$ cat config.mk
export PLATFORM = sky130hd
export DESIGN_NAME = dma_steal_top
export DESIGN_NICKNAME = d
export VERILOG_FILES = /design/src/rtl/dma_steal_pkg.sv /design/src/rtl/dma_cfg_regs.sv /design/src/rtl/dma_xfer_cnt.sv /design/src/rtl/dma_steal_fsm.sv /design/src/rtl/dma_steal_top.sv
export SDC_FILE = /design/constraint.sdc
export NUM_CORES = 1
export LEC_CHECK = 0
export CAP_MARGIN = 20
export CORE_UTILIZATION = 40
export CTS_CLUSTER_SIZE = 20
export DETAILED_ROUTE_END_ITERATION = 12
export DONT_BUFFER_PORTS = 1
export PLACE_DENSITY_LB_ADDON = 0.25
export SLEW_MARGIN = 20
export SYNTH_ARGS = -nofsm -noshare
export SYNTH_HDL_FRONTEND = slang
export SYNTH_SLANG_ARGS = --single-unit
$ cat constraint.sdc
create_clock -name clk -period 3.25 [get_ports clk]
set_input_delay 0.4875 -clock clk [delete_from_list [all_inputs] [get_ports clk]]
set_output_delay 0.4875 -clock clk [all_outputs]
set_load 0.02 [all_outputs]
$ cat src/rtl/dma_steal_pkg.sv
package dma_steal_pkg;

  typedef enum logic [2:0] {
    ST_IDLE,
    ST_WAIT,
    ST_REQ,
    ST_XFER,
    ST_REL
  } steal_state_t;

  localparam logic [1:0] SEL_CTRL  = 2'd0;
  localparam logic [1:0] SEL_PADDR = 2'd1;
  localparam logic [1:0] SEL_MADDR = 2'd2;
  localparam logic [1:0] SEL_COUNT = 2'd3;

  localparam int CTL_START = 0;
  localparam int CTL_DIR   = 1;
  localparam int CTL_CLR   = 2;

  localparam logic DIR_TO_MEM   = 1'b0;
  localparam logic DIR_FROM_MEM = 1'b1;

endpackage

$ cat src/rtl/dma_cfg_regs.sv
module dma_cfg_regs
  import dma_steal_pkg::*;
#(
  parameter int DW  = 16,
  parameter int AW  = 16,
  parameter int PAW = 8,
  parameter int CW  = 8
) (
  input  logic          clk,
  input  logic          rst,
  input  logic          cfg_we,
  input  logic [1:0]    cfg_sel,
  input  logic [DW-1:0] cfg_wdata,
  input  logic          busy,
  output logic          dir_q,
  output logic [PAW-1:0] paddr_q,
  output logic [AW-1:0] maddr_q,
  output logic [CW-1:0] count_q,
  output logic          start_req,
  output logic          clr_req
);

  logic ctrl_wr;
  logic open_wr;

  assign ctrl_wr   = cfg_we && (cfg_sel == SEL_CTRL);
  assign open_wr   = cfg_we && !busy;
  assign start_req = ctrl_wr && cfg_wdata[CTL_START] && !busy;
  assign clr_req   = ctrl_wr && cfg_wdata[CTL_CLR];

  always_ff @(posedge clk) begin
    if (rst) begin
      dir_q   <= DIR_TO_MEM;
      paddr_q <= '0;
      maddr_q <= '0;
      count_q <= '0;
    end else if (open_wr) begin
      case (cfg_sel)
        SEL_CTRL:  if (cfg_wdata[CTL_START]) dir_q <= cfg_wdata[CTL_DIR];
        SEL_PADDR: paddr_q <= cfg_wdata[PAW-1:0];
        SEL_MADDR: maddr_q <= cfg_wdata[AW-1:0];
        default:   count_q <= cfg_wdata[CW-1:0];
      endcase
    end
  end

endmodule

$ cat src/rtl/dma_xfer_cnt.sv
module dma_xfer_cnt #(
  parameter int AW = 16,
  parameter int CW = 8
) (
  input  logic          clk,
  input  logic          rst,
  input  logic          load,
  input  logic [AW-1:0] load_addr,
  input  logic [CW-1:0] load_count,
  input  logic          step,
  output logic [AW-1:0] cur_addr,
  output logic          last
);

  localparam logic [CW-1:0] ONE_LEFT = CW'(1);

  logic [CW-1:0] remain;

  assign last = (remain == ONE_LEFT);

  always_ff @(posedge clk) begin
    if (rst) begin
      cur_addr <= '0;
      remain   <= '0;
    end else if (load) begin
      cur_addr <= load_addr;
      remain   <= load_count;
    end else if (step) begin
      cur_addr <= cur_addr + AW'(1);
      remain   <= remain - ONE_LEFT;
    end
  end

endmodule

$ cat src/rtl/dma_steal_fsm.sv
module dma_steal_fsm
  import dma_steal_pkg::*;
#(
  parameter int DW = 16
) (
  input  logic          clk,
  input  logic          rst,
  input  logic          start_req,
  input  logic          clr_req,
  input  logic          dir,
  input  logic          count_zero,
  input  logic          last,
  input  logic          per_rdy,
  input  logic [DW-1:0] per_rdata,
  input  logic          bus_gnt,
  input  logic          mem_ready,
  input  logic [DW-1:0] mem_rdata,
  output logic          bus_req,
  output logic          mem_valid,
  output logic          mem_we,
  output logic [DW-1:0] mem_wdata,
  output logic          per_stb,
  output logic [DW-1:0] per_wdata,
  output logic          busy,
  output logic          irq,
  output logic          load,
  output logic          step
);

  steal_state_t state;
  logic         done_set;

  assign load     = (state == ST_IDLE) && start_req && !count_zero;
  assign step     = (state == ST_XFER) && mem_ready;
  assign done_set = ((state == ST_IDLE) && start_req && count_zero) || (step && last);

  always_ff @(posedge clk) begin
    if (rst) begin
      state     <= ST_IDLE;
      bus_req   <= 1'b0;
      mem_valid <= 1'b0;
      mem_we    <= 1'b0;
      mem_wdata <= '0;
      per_stb   <= 1'b0;
      per_wdata <= '0;
      busy      <= 1'b0;
      irq       <= 1'b0;
    end else begin
      per_stb <= 1'b0;
      case (state)
        ST_IDLE: begin
          if (load) begin
            busy  <= 1'b1;
            state <= ST_WAIT;
          end
        end
        ST_WAIT: begin
          if (per_rdy) begin
            bus_req <= 1'b1;
            state   <= ST_REQ;
          end
        end
        ST_REQ: begin
          if (bus_gnt) begin
            mem_valid <= 1'b1;
            mem_we    <= (dir == DIR_TO_MEM);
            mem_wdata <= per_rdata;
            state     <= ST_XFER;
          end
        end
        ST_XFER: begin
          if (mem_ready) begin
            mem_valid <= 1'b0;
            mem_we    <= 1'b0;
            bus_req   <= 1'b0;
            per_stb   <= 1'b1;
            if (dir == DIR_FROM_MEM) per_wdata <= mem_rdata;
            if (last) begin
              busy  <= 1'b0;
              state <= ST_IDLE;
            end else begin
              state <= ST_REL;
            end
          end
        end
        default: state <= ST_WAIT;
      endcase
      if (done_set)     irq <= 1'b1;
      else if (clr_req) irq <= 1'b0;
    end
  end

endmodule

$ cat src/rtl/dma_steal_top.sv
module dma_steal_top
  import dma_steal_pkg::*;
#(
  parameter int DW  = 16,
  parameter int AW  = 16,
  parameter int PAW = 8,
  parameter int CW  = 8
) (
  input  logic           clk,
  input  logic           rst,
  input  logic           cfg_we,
  input  logic [1:0]     cfg_sel,
  input  logic [DW-1:0]  cfg_wdata,
  output logic           busy,
  output logic           irq,
  output logic           bus_req,
  input  logic           bus_gnt,
  output logic           mem_valid,
  output logic           mem_we,
  output logic [AW-1:0]  mem_addr,
  output logic [DW-1:0]  mem_wdata,
  input  logic [DW-1:0]  mem_rdata,
  input  logic           mem_ready,
  output logic [PAW-1:0] per_addr,
  input  logic           per_rdy,
  input  logic [DW-1:0]  per_rdata,
  output logic [DW-1:0]  per_wdata,
  output logic           per_stb
);

  logic          dir_q;
  logic [AW-1:0] maddr_q;
  logic [CW-1:0] count_q;
  logic          start_req;
  logic          clr_req;
  logic          last;
  logic          load;
  logic          step;

  dma_cfg_regs #(.DW(DW), .AW(AW), .PAW(PAW), .CW(CW)) regs_i (
    .clk       (clk),
    .rst       (rst),
    .cfg_we    (cfg_we),
    .cfg_sel   (cfg_sel),
    .cfg_wdata (cfg_wdata),
    .busy      (busy),
    .dir_q     (dir_q),
    .paddr_q   (per_addr),
    .maddr_q   (maddr_q),
    .count_q   (count_q),
    .start_req (start_req),
    .clr_req   (clr_req)
  );

  dma_xfer_cnt #(.AW(AW), .CW(CW)) cnt_i (
    .clk        (clk),
    .rst        (rst),
    .load       (load),
    .load_addr  (maddr_q),
    .load_count (count_q),
    .step       (step),
    .cur_addr   (mem_addr),
    .last       (last)
  );

  dma_steal_fsm #(.DW(DW)) fsm_i (
    .clk        (clk),
    .rst        (rst),
    .start_req  (start_req),
    .clr_req    (clr_req),
    .dir        (dir_q),
    .count_zero (count_q == '0),
    .last       (last),
    .per_rdy    (per_rdy),
    .per_rdata  (per_rdata),
    .bus_gnt    (bus_gnt),
    .mem_ready  (mem_ready),
    .mem_rdata  (mem_rdata),
    .bus_req    (bus_req),
    .mem_valid  (mem_valid),
    .mem_we     (mem_we),
    .mem_wdata  (mem_wdata),
    .per_stb    (per_stb),
    .per_wdata  (per_wdata),
    .busy       (busy),
    .irq        (irq),
    .load       (load),
    .step       (step)
  );

endmodule

* Yosys cells after proc, flatten, opt, wreduce, memory -nomap -nowiden
Cells that the tools add are included.
Widths: inputs -> output; s select.
** Cells by class
- Add/subtract/negate cells :: 2
- Equal/unequal tests :: 11
- Muxes and demuxes :: 24
- Bitwise gates (word level) :: 3
- Reduce and logical (&&, ||, !) cells :: 33
** Operators with widths (count)
- $mux 16 :: 2
- $add 16x1->16 const B :: 1
- $mux 8 :: 2
- $mux 3 :: 5
- $pmux 3 s4 :: 1
- $reduce_and 3->1 :: 4
- $logic_and 1x1->1 :: 10
- $mux 1 :: 10
- $reduce_bool 2->1 :: 5
- $eq 8x1->1 const B :: 1
- $logic_not 8->1 :: 1
- $ne 2x2->1 const B :: 4
- $pmux 1 s2 :: 4
- $reduce_and 2->1 :: 4
- $reduce_and 4->1 :: 2
- $sub 8x1->8 const B :: 1
- $eq 3x2->1 const B :: 2
- $eq 3x1->1 const B :: 1
- $logic_not 3->1 :: 1
- $not 1->1 :: 3
- $reduce_or 3->1 :: 1
- $eq 2x1->1 const B :: 1
- $eq 2x2->1 const B :: 1
- $logic_not 1->1 :: 2
- 4 further kinds :: 4
** Storage, ports and cells
- Register bits after elaboration :: 98

* Depth between registers and ports, before layout
- Depth in word-level cells :: 8
- Gate-level depth with buffers :: 8

* Modules after synthesis
Synthesis repeated with hierarchy kept, for this count alone.
** Unflattened totals
- Cell total of the unflattened synthesis :: 487
- Area total of the unflattened synthesis :: 4090.2 um^2
** By module, submodules not included
- dma_steal_fsm :: instances 1, cells an instance 185, area an instance 1564.0 um^2
- dma_xfer_cnt :: instances 1, cells an instance 157, area an instance 1272.5 um^2
- dma_cfg_regs :: instances 1, cells an instance 142, area an instance 1234.9 um^2
- dma_steal_top :: instances 1, cells an instance 3, area an instance 18.8 um^2

* Worst setup path before layout
Ideal clock, no wire load.
- Kind :: register to register
- Start point :: reg cnt_i.cur_addr[3]
- End point :: reg cnt_i.cur_addr[14]
- Data arrival time :: 1.572 ns
- Data required time :: 3.174 ns
- Slack :: 1.602 ns
- Stages on the path, launching flop included :: 7
- Path buffers :: 1
- Clock period less this slack :: 1.648 ns
- Path through :: dfxtp_1 > and4_1 > and2_1 > buf_4 > nand4_1 > or3_1 > a31oi_1
** Between the ends
- Cells in the longest elaborated chain, start to end :: 3
** RTL lines
- start, declared :: line dma_xfer_cnt.sv:11 : output logic [AW-1:0] cur_addr,
- start signal, assigned :: line dma_xfer_cnt.sv:26 : cur_addr <= load_addr;
- start signal, assigned :: line dma_xfer_cnt.sv:29 : cur_addr <= cur_addr + AW'(1);
- $add 16x1->16 :: line dma_xfer_cnt.sv:29
- $mux 16 :: line dma_xfer_cnt.sv:28 : end else if (step) begin
- $mux 16 :: line dma_xfer_cnt.sv:25 : end else if (load) begin
Every way passes these cells. The select of a mux whose other input is x is not followed.
A chain may end at the register's enable or synchronous reset.

* Worst setup path after layout
- Start point :: reg fsm_i.state[0]
- End point :: reg cnt_i.remain[3]
** Between the ends
- Cells in the longest elaborated chain, start to end :: 4
** RTL lines
- start, declared :: line dma_steal_fsm.sv:30 : steal_state_t state;
- start signal, assigned :: line dma_steal_fsm.sv:39 : state <= ST_IDLE;
- start signal, assigned :: line dma_steal_fsm.sv:54 : state <= ST_WAIT;
- start signal, assigned :: line dma_steal_fsm.sv:60 : state <= ST_REQ;
- $logic_not 3->1 :: line dma_steal_fsm.sv:33 : assign load = (state == ST_IDLE) && start_req && !count_zero;
- $logic_and 1x1->1 (2 in a row) :: line dma_steal_fsm.sv:33
- $mux 8 or $reduce_bool 2->1 (tied branches)
- end signal, assigned :: line dma_xfer_cnt.sv:27 : remain <= load_count;
- end signal, assigned :: line dma_xfer_cnt.sv:30 : remain <= remain - ONE_LEFT;
- end, declared :: line dma_xfer_cnt.sv:17 : logic [CW-1:0] remain;
Parallel ways exist; a longest one is shown, timed or not.

==> flow_summary_export.csv <==
group,metric,value,unit
run_status,outcome,"complete, no violations",
synth,ys_top_cells_by_area,"dfxtp_1 (48%), nand2_1 (12%), a21oi_1 (9.7%), nor2_1 (3.6%), a211oi_2 (2.4%)",
placed_design,routabilityCongestion,0.798,
cells_and_area,layout_commonest_cell,"nand2_1",
clock_network,cts_tree,"yes",
routing,viasPerCell,5.38,
synth,yosysSeqAreaShare,0.479,
clock_network,path_clk_slew,0.09,ns
cells_and_area,num_antenna_cells,0,
floorplan,dieHeight,103,um
power_and_ir_drop,p_per_area,487,mW/mm^2
sta,hold_violations,0,
sta,max_slew.worst_pin.slew,0.971,ns
global_route,gr-total-overflow,0,
clock_network,postCtsSetupRepairBufs,0,
routing,wl,9460,um
synth,synth_ff_type,"dfxtp_1",
synth,synth_area,0.00409,mm^2
placed_design,dp_cells,599,
cells_and_area,final_cell_mix,"nand2_1 (129), dfxtp_1 (98), a21oi_1 (79)",
synth,mappedNetlistNets,558,
cells_and_area,stdcell_count,613,
sta,slew_violations,0,
clock_network,clock-root-buffer,"clkbuf_8",
clock_network,cts_resized,0,
power_and_ir_drop,peakVddDrop,234,uV
sta,period_share,0.652,
cells_and_area,fin_nets,536,
routing,ant_nets,0,
floorplan,die_w,103,um
cells_and_area,synthToLayoutAreaGrowth,4.59,%
routing,drtPass1Iterations,5,
sta,post-route-min-period,2.12,ns
sta,max_freq,0.472,GHz
sta,setup_viol,0,
critical_path,critPathCaptureType,"flip-flop",
synth,yosysTopAreaCell,"dfxtp_1",
global_route,antenna_found_initial,0,
sta,rsz0062_at_grt,"false",
floorplan,core,0.00986,mm^2
synth,synth-seq-cells,98,
routing,first_iter_violations,222,
critical_path,criticalPathCategory,"flip-flop to flip-flop",
synth,synth_cells,499,
placed_design,hpwl,6490,um
floorplan,die_area,0.0106,mm^2
floorplan,start_util,0.415,
clock_network,hold_buffers,0,
sta,finalClockSkew,0.0123,ns
global_route,grt_max_degree,99,
min_path,hold_path_class,"input port to flip-flop",
cells_and_area,fill_cells,1007,
cells_and_area,multi_input_area,0.00194,mm^2
synth,synth_edf_count,0,
critical_path,cp.arrival,2.34,ns
sta,fin_setup_tns,0,ns
clock_network,cts_buffer_depth,2,
cells_and_area,seq_area,0.00196,mm^2
cells_and_area,drive_gt1_frac,0.0708,
global_route,grt_pass1_wl,14600,um
clock_network,cts_buffers,9,
routing,vias,3296,
critical_path,required,3.47,ns
synth,synth_cell_types,49,
run,drv_cap,0,
sta,relSlewSlack,0.349,
synth,synth_top_area_frac,0.479,
floorplan,rows,36,
cells_and_area,final_util,0.434,
global_route,grt_usage,0.176,
placed_design,io_buffers,0,
critical_path,critPathLaunchType,"flip-flop",
global_route,grt_pass1_vias,2948,
clock_network,cts_max_level,3,
routing,drc,0,
clock_network,clock-sinks,98,
floorplan,io-pin-count,118,
routing,wire_per_inst,15.4,um
power_and_ir_drop,power_leakage,1.45,nW
synth,yosys_warnings,0,
synth,async_flop_share,0,
clock_network,clk_latency,0.35,ns
critical_path,cp_max_fo,16,
synth,synth_area_per_cell,8.20,um^2
power_and_ir_drop,power,2.08,mW
-- flip-flops by register name (all words and copies together), names as in the netlist, 3 cells and up --
name	cells
cnt_i.cur_addr	16
cnt_i.remain	8
fsm_i.mem_wdata	16
fsm_i.per_wdata	16
fsm_i.state	3
regs_i.count_q	8
regs_i.maddr_q	16
regs_i.paddr_q	8
-- where the power goes --
part	switching (mW)	internal [mW]	leakage, nW	total, mW
Sequential	0.0294	1.22	0.792	1.25
Clock	0.415	0.348	0.0913	0.763
Combinational	0.0404	0.0300	0.566	0.0704
Total	0.484	1.60	1.45	2.08
-- layer usage --
metal / up-vias / track usage / wire [um]
met1: 1546 / 0.254 / 4560
li1: 1660 / - / -
met2: 85 / 0.257 / 4320
met3: 5 / 0.0400 / 505
met4: 0 / 0.0607 / 76
met5: - / 0 / 0
-- cells by family after synthesis --
kind of cell,Yosys count,synth area share
fa+ha+maj,3,0.00917
simple gates,227,0.249
flops,98,0.479
compound gates,115,0.177
buf+inv,39,0.0462
xor+xnor,8,0.0171
mux,9,0.0220
-- cell usage after synthesis (all sizes together), types with 3 or more instances --
cell type / number
xor2: 6
a21oi: 80
nor2b: 3
ha: 3
and4: 4
a211oi: 9
nor4: 3
a31oi: 4
a22oi: 4
clkbuf: 19
a221oi: 3
mux2i: 9
nor3: 4
nand3: 15
and2: 5
dfxtp: 98
o21ai: 6
and3: 7
nand2: 130
nor2: 40
nand4: 6
inv: 4
buf: 16
-- layout make-up --
type	count	share of cell area
tap	133	0.0389
timing repair buffer	2	0.00351
clock buffer	9	0.0289
multi-input combinational	362	0.454
clock inverter	5	0.0132
inverter	4	0.00351
sequential	98	0.458
-- worst paths after layout --
check | start | cells past startpoint | to | slack, ns
min reg2reg | regs_i.maddr_q[8] | 2 | regs_i.maddr_q[8] | 0.45
max reg2reg | fsm_i.state[0] | 5 | cnt_i.remain[3] | 1.13
max | fsm_i.state[0] | 5 | cnt_i.remain[3] | 1.13
min | rst | 1 | fsm_i.mem_wdata[4] | 0.20
-- worst max-delay path: stages, from the launching register on --
cell,delay [ns]
dfxtp_1,0.49
nor2b_1,0.26
nand3_1,0.52
o41a_1,0.53
nor2_1,0.11
a211oi_2,0.07
-- metrics by stage --
step | setup slack (ns) | hold slack (ns) | instance area [um^2]
floorplan | 1.60 | 0.436 | 4090
global placement | 1.20 | 0.442 | 4100
detailed placement | 1.14 | 0.444 | 4100
CTS | 1.12 | 0.178 | 4280
global route | 0.941 | 0.169 | 4280
finish | 1.13 | 0.196 | 4280
Power figures use the tool's default switching activity.
